[config.mk]
export PLATFORM = sky130hd
export DESIGN_NAME = cmp_timer8
export DESIGN_NICKNAME = d
export VERILOG_FILES = /design/src/rtl/timer_pkg.sv /design/src/rtl/tick_edge_sync.sv /design/src/rtl/rate_divider.sv /design/src/rtl/count_compare.sv /design/src/rtl/cmp_timer8.sv
export SDC_FILE = /design/constraint.sdc
export NUM_CORES = 1
export LEC_CHECK = 0
export ABC_AREA = 0
export BUFFER_PORTS_ARGS = -buffer_cell sky130_fd_sc_hd__buf_2
export CAP_MARGIN = 20
export CORE_UTILIZATION = 55
export CTS_BUF_LIST = sky130_fd_sc_hd__clkbuf_8 sky130_fd_sc_hd__clkbuf_16
export CTS_CLUSTER_DIAMETER = 80
export DETAILED_ROUTE_END_ITERATION = 10
export HOLD_SLACK_MARGIN = 0.1
export PLACE_DENSITY = 0.77
export RECOVER_POWER = 100
export SLEW_MARGIN = 25
export SYNTH_ARGS = -nofsm -noshare
export SYNTH_HDL_FRONTEND = slang
export SYNTH_SLANG_ARGS = --single-unit
[constraint.sdc]
create_clock -name clk -period 4.3 [get_ports clk]
set_input_delay 0.215 -clock clk [delete_from_list [all_inputs] [get_ports clk]]
set_output_delay 0.215 -clock clk [all_outputs]
set_load 0.02 [all_outputs]
[src/rtl/timer_pkg.sv]
package timer_pkg;
  localparam int CNT_W  = 8;
  localparam int DIV_W  = 10;
  localparam int ADDR_W = 2;

  localparam logic [ADDR_W-1:0] A_CNT = 2'd0;
  localparam logic [ADDR_W-1:0] A_CMP = 2'd1;
  localparam logic [ADDR_W-1:0] A_CTL = 2'd2;

  // number of low divider bits that must be all ones for a divided tick
  function automatic int tap_shift(input logic [2:0] sel);
    case (sel)
      3'd1:    tap_shift = 0;
      3'd2:    tap_shift = 3;
      3'd3:    tap_shift = 5;
      3'd4:    tap_shift = 6;
      3'd5:    tap_shift = 7;
      3'd6:    tap_shift = 8;
      3'd7:    tap_shift = 10;
      default: tap_shift = 0;
    endcase
  endfunction
endpackage

[src/rtl/tick_edge_sync.sv]
module tick_edge_sync #(
  parameter int STAGES = 2
) (
  input  logic clk,
  input  logic rst,
  input  logic din,
  output logic pulse
);
  logic [STAGES-1:0] chain;
  logic              last_q;

  always_ff @(posedge clk) begin
    if (rst) begin
      chain  <= '0;
      last_q <= 1'b0;
    end else begin
      chain  <= {chain[STAGES-2:0], din};
      last_q <= chain[STAGES-1];
    end
  end

  assign pulse = chain[STAGES-1] & ~last_q;
endmodule

[src/rtl/rate_divider.sv]
module rate_divider
  import timer_pkg::*;
#(
  parameter int W = DIV_W
) (
  input  logic       clk,
  input  logic       rst,
  input  logic       src_sel,
  input  logic       base_en,
  input  logic [2:0] rate_sel,
  output logic       tick
);
  logic [W-1:0] div_q;
  logic         src_q;
  logic [W-1:0] tap_mask;

  always_ff @(posedge clk) begin
    if (rst) begin
      div_q <= '0;
      src_q <= 1'b0;
    end else begin
      src_q <= src_sel;
      if (src_sel != src_q) div_q <= '0;
      else if (base_en)     div_q <= div_q + 1'b1;
    end
  end

  always_comb begin
    tap_mask = '0;
    for (int i = 0; i < W; i++)
      if (i < tap_shift(rate_sel)) tap_mask[i] = 1'b1;
  end

  assign tick = base_en && (rate_sel != 3'd0) && ((div_q & tap_mask) == tap_mask);
endmodule

[src/rtl/count_compare.sv]
module count_compare
  import timer_pkg::*;
#(
  parameter int W = CNT_W
) (
  input  logic              clk,
  input  logic              rst,
  input  logic              tick,
  input  logic              wr_cnt,
  input  logic              wr_cmp,
  input  logic              wr_ctl,
  input  logic [W-1:0]      wdata,
  output logic [W-1:0]      cnt_q,
  output logic [W-1:0]      cmp_q,
  output logic              flag_q,
  output logic              ie_q,
  output logic              wave_q,
  output logic              irq_q
);
  logic mask_q;
  logic match;
  logic flag_d;
  logic ie_d;

  assign match  = tick && !wr_cnt && !mask_q && (cnt_q == cmp_q);
  assign flag_d = match | (flag_q & ~(wr_ctl & wdata[1]));
  assign ie_d   = wr_ctl ? wdata[0] : ie_q;

  always_ff @(posedge clk) begin
    if (rst) begin
      cnt_q  <= '0;
      cmp_q  <= '0;
      flag_q <= 1'b0;
      ie_q   <= 1'b0;
      wave_q <= 1'b0;
      irq_q  <= 1'b0;
      mask_q <= 1'b0;
    end else begin
      if (wr_cnt)    cnt_q <= wdata;
      else if (tick) cnt_q <= cnt_q + 1'b1;
      if (wr_cnt)    mask_q <= 1'b1;
      else if (tick) mask_q <= 1'b0;
      if (wr_cmp)    cmp_q <= wdata;
      flag_q <= flag_d;
      ie_q   <= ie_d;
      irq_q  <= flag_d & ie_d;
      wave_q <= wave_q ^ match;
    end
  end
endmodule

[src/rtl/cmp_timer8.sv]
module cmp_timer8
  import timer_pkg::*;
#(
  parameter int SYNC_STAGES = 2
) (
  input  logic              clk,
  input  logic              rst,
  input  logic              src_sel,
  input  logic [2:0]        rate_sel,
  input  logic              ext_tick,
  input  logic [ADDR_W-1:0] reg_addr,
  input  logic              reg_wr,
  input  logic [CNT_W-1:0]  reg_wdata,
  output logic [CNT_W-1:0]  reg_rdata,
  output logic              wave_out,
  output logic              irq
);
  logic             ext_pulse;
  logic             base_en;
  logic             tick;
  logic [CNT_W-1:0] cnt_q;
  logic [CNT_W-1:0] cmp_q;
  logic             flag_q;
  logic             ie_q;
  logic             wr_cnt;
  logic             wr_cmp;
  logic             wr_ctl;

  assign wr_cnt  = reg_wr && (reg_addr == A_CNT);
  assign wr_cmp  = reg_wr && (reg_addr == A_CMP);
  assign wr_ctl  = reg_wr && (reg_addr == A_CTL);
  assign base_en = src_sel ? ext_pulse : 1'b1;

  tick_edge_sync #(.STAGES(SYNC_STAGES)) u_sync (
    .clk(clk), .rst(rst), .din(ext_tick), .pulse(ext_pulse)
  );

  rate_divider #(.W(DIV_W)) u_div (
    .clk(clk), .rst(rst), .src_sel(src_sel), .base_en(base_en),
    .rate_sel(rate_sel), .tick(tick)
  );

  count_compare #(.W(CNT_W)) u_cc (
    .clk(clk), .rst(rst), .tick(tick),
    .wr_cnt(wr_cnt), .wr_cmp(wr_cmp), .wr_ctl(wr_ctl), .wdata(reg_wdata),
    .cnt_q(cnt_q), .cmp_q(cmp_q), .flag_q(flag_q), .ie_q(ie_q),
    .wave_q(wave_out), .irq_q(irq)
  );

  always_ff @(posedge clk) begin
    if (rst) reg_rdata <= '0;
    else begin
      case (reg_addr)
        A_CNT:   reg_rdata <= cnt_q;
        A_CMP:   reg_rdata <= cmp_q;
        A_CTL:   reg_rdata <= {{(CNT_W-2){1'b0}}, flag_q, ie_q};
        default: reg_rdata <= '0;
      endcase
    end
  end
endmodule

==> metrics <==
setup repair bufs after CTS 0; Final Hold Viols 0; Initial Util 0.583; worst hold path type in2reg; Yosys Warn Count 0; Static Leak 0.816 nW; Post-synth top cells 43 x dfxtp_1, 42 x nor2_1, 16 x mux2i_1; Worst Tran Pin Value 1.25 ns; detailed router's first-iteration violation count ~100; clock sink count 43; Hold Path Origin ext_tick; largest area contributor in the netlist dfxtp_1; CTS Buf Count 5; critical setup path kind in2reg; gpl congestion between 0.7 and 0.8; vias in the first global route 1,409; die width about 62 um; grt total ovfl 0; CTS resizes 0; Crit. End Element register; routed vias/inst between 5 and 6; post-synth top area share 0.436; post-synthesis sequential area ratio 0.436; placed insts ~290; crit share post-route 0.565; Final Slew Violations 0; root buffer cell clkbuf_8; CTS H-tree depth 2; Synth Instances between 200 and 250; Final setup viols 0; Synth Cell Area about 2000 um^2; Rel. slew slack 0.164; Main synth FF type dfxtp_1; overall power between 0.7 and 0.8 mW; unrepaired setup endpoints after global routing no; Data arrival, critical path roughly 2.6 ns; Switching Fraction 0.260; clk slew on worst S/H paths roughly 0.090 ns; row count 21; hold path cells 2; worst reg2reg path startpoint u_div.div_q[2]; sequential share of power 0.564; clock share of power 0.331; Hold Crit Endpoint u_sync.chain[0]; Gate power share 0.105; Port Buffers 27; fin nets roughly 270; Max VDD drop around 200 uV; Core ar. between 3000 and 4000 um^2; Final Non-Filler Cells around 300; Cell variety after synth 38; EDFF count, synth 0; Area Growth Syn to Fin 10.7%; Worst Setup Start Kind input pin; Worst Path Required between 4 and 5 ns; count leader, synth dfxtp_1; NetSw slightly below 0.2 mW; I/O pin total 28; CTS max path bufs 2; status complete, no violations; clock latency on the worst-skew pair roughly 0.30 ns; Synth area leaders dfxtp_1 44%, mux2i_1 8.1%, nor2_1 8.0%, xnor2_1 6.2%, nand2_1 2.7%; Vias roughly 1,600; Int Power about 0.56 mW; die height just over 60 um; Hold Slack between 0.1 and 0.15 ns; FF-to-FF setup slack approximately 2.1 ns; Antenna Diode Count 0; area of the die roughly 3800 um^2; Routed WL 3830 um; final worst path period need ~2.4 ns; Routed Antenna Nets 0; highest clock rate ~400 MHz; TritonCTS clock tree done; GR Util All Layers 0.216; # DRC 0; skew final roughly 0.014 ns; largest net degree at the start of global routing 30; HPWL after detailed placement ~2700 um; first-pass GRT wire length around 6100 um; register bit count reported by yosys 43; Async SR Flop Fraction 0; setup TNS 0 ns; share of cells above drive strength 1 0.101; router iterations before antenna repair 4; PwrDens between 300 and 400 nW/um^2; initial antenna violation count 0; syn_area_per_cell between 8 and 9 um^2; r2r worst-path depth 4; WL/cell approximately 13 um; Critical R2R Capture u_cc.cnt_q[4]; Hold Buf Count CTS 0; Crit Path Max Fanout 17; post-synth net total approximately 240; Max-Cap Viols 0
## layout by cell type, fill, tap and decap left out, types with 3 or more instances in the layout
cell / instances
nand2_1: 14
or3_1: 3
o31ai_1: 4
a21oi_1: 8
clkbuf_8: 5
dfxtp_1: 43
xor2_1: 4
a21boi_0: 3
xnor2_1: 14
o21ai_0: 4
nor2_1: 42
or4_1: 4
nor3_1: 3
nor4_1: 6
clkbuf_1: 12
buf_2: 15
nand4_1: 4
nand3_1: 8
mux2i_1: 16
a311oi_1: 5
nor2b_1: 6
inv_1: 3
## worst max-delay path by stage
stage               slack, ns  cells after the start     endpoint      startpoint
detailed placement       1.85                      6  u_cc.wave_q     reg_addr[0]
global route             1.67                      6  u_cc.wave_q     reg_addr[0]
global placement         1.90                      6  u_cc.wave_q     reg_addr[0]
CTS                      2.15                      4  u_cc.wave_q  u_div.div_q[2]
finish                   1.87                      6  u_cc.wave_q     reg_addr[0]
floorplan                2.43                      5  u_cc.wave_q   u_cc.cnt_q[1]
## sequential cells by signal, summed over array words and instances (netlist names)
| signal | flops |
|---|---|
| reg_rdata | 8 |
| u_cc.flag_q | 1 |
| u_div.src_q | 1 |
| u_cc.cmp_q | 8 |
| u_cc.cnt_q | 8 |
| u_cc.irq_q | 1 |
| u_cc.mask_q | 1 |
| u_sync.last_q | 1 |
| u_sync.chain | 2 |
| u_cc.ie_q | 1 |
| u_div.div_q | 10 |
| u_cc.wave_q | 1 |
## area by class of cell
type	count	area [um^2]
clock buffer	5	68.8
clock inverter	3	16.3
timing repair buffer	27	120
tap	46	57.6
sequential	43	861
fill	298	1200
inverter	2	7.51
multi-input combinational	168	1050
## metal layers
metal  track usage  share of wire  routed length (um)
met1         0.273           0.46                1780
met5             0              0                   0
met4        0.0540         0.0044                  17
met3        0.0642          0.037                 141
met2         0.363           0.49                1890
## power by group through the flow
stage / combinational (mW) / clock [mW] / sequential [mW]
final: 0.0786 / 0.249 / 0.424
after global routing: 0.0877 / 0.274 / 0.426
after CTS: 0.0794 / 0.252 / 0.423
after detailed placement: 0.0786 / 0 / 0.433
after global placement: 0.0772 / 0 / 0.432
after floorplan: 0.0549 / 0 / 0.432
## worst max-delay path, stage by stage
cell      delay [ns]
clkbuf_1        0.52
or3b_1          0.56
nand4_1         0.13
or4_1           0.50
or3_1           0.37
mux2_1          0.32
## logic make-up (layout without fill, tap and decap cells)
family | after synthesis | in the layout | synth area share
simple gates | 101 | 101 | 0.252
compound gates | 30 | 30 | 0.106
xor+xnor | 18 | 18 | 0.0798
buf+inv | 13 | 37 | 0.0266
mux | 17 | 17 | 0.0868
fa+ha+maj | 2 | 2 | 0.0127
flops | 43 | 43 | 0.436
## stage by stage
step | worst slack, ns | area, um^2 | util
after CTS | 2.15 | 2210 | 0.651
after floorplan | 2.43 | 1970 | -
after detailed placement | 1.85 | 2120 | 0.626
after global routing | 1.67 | 2190 | 0.645
after global placement | 1.90 | 2120 | 0.626
final | 1.87 | 2190 | 0.645
No activity file was read; power rests on OpenSTA's default activity.
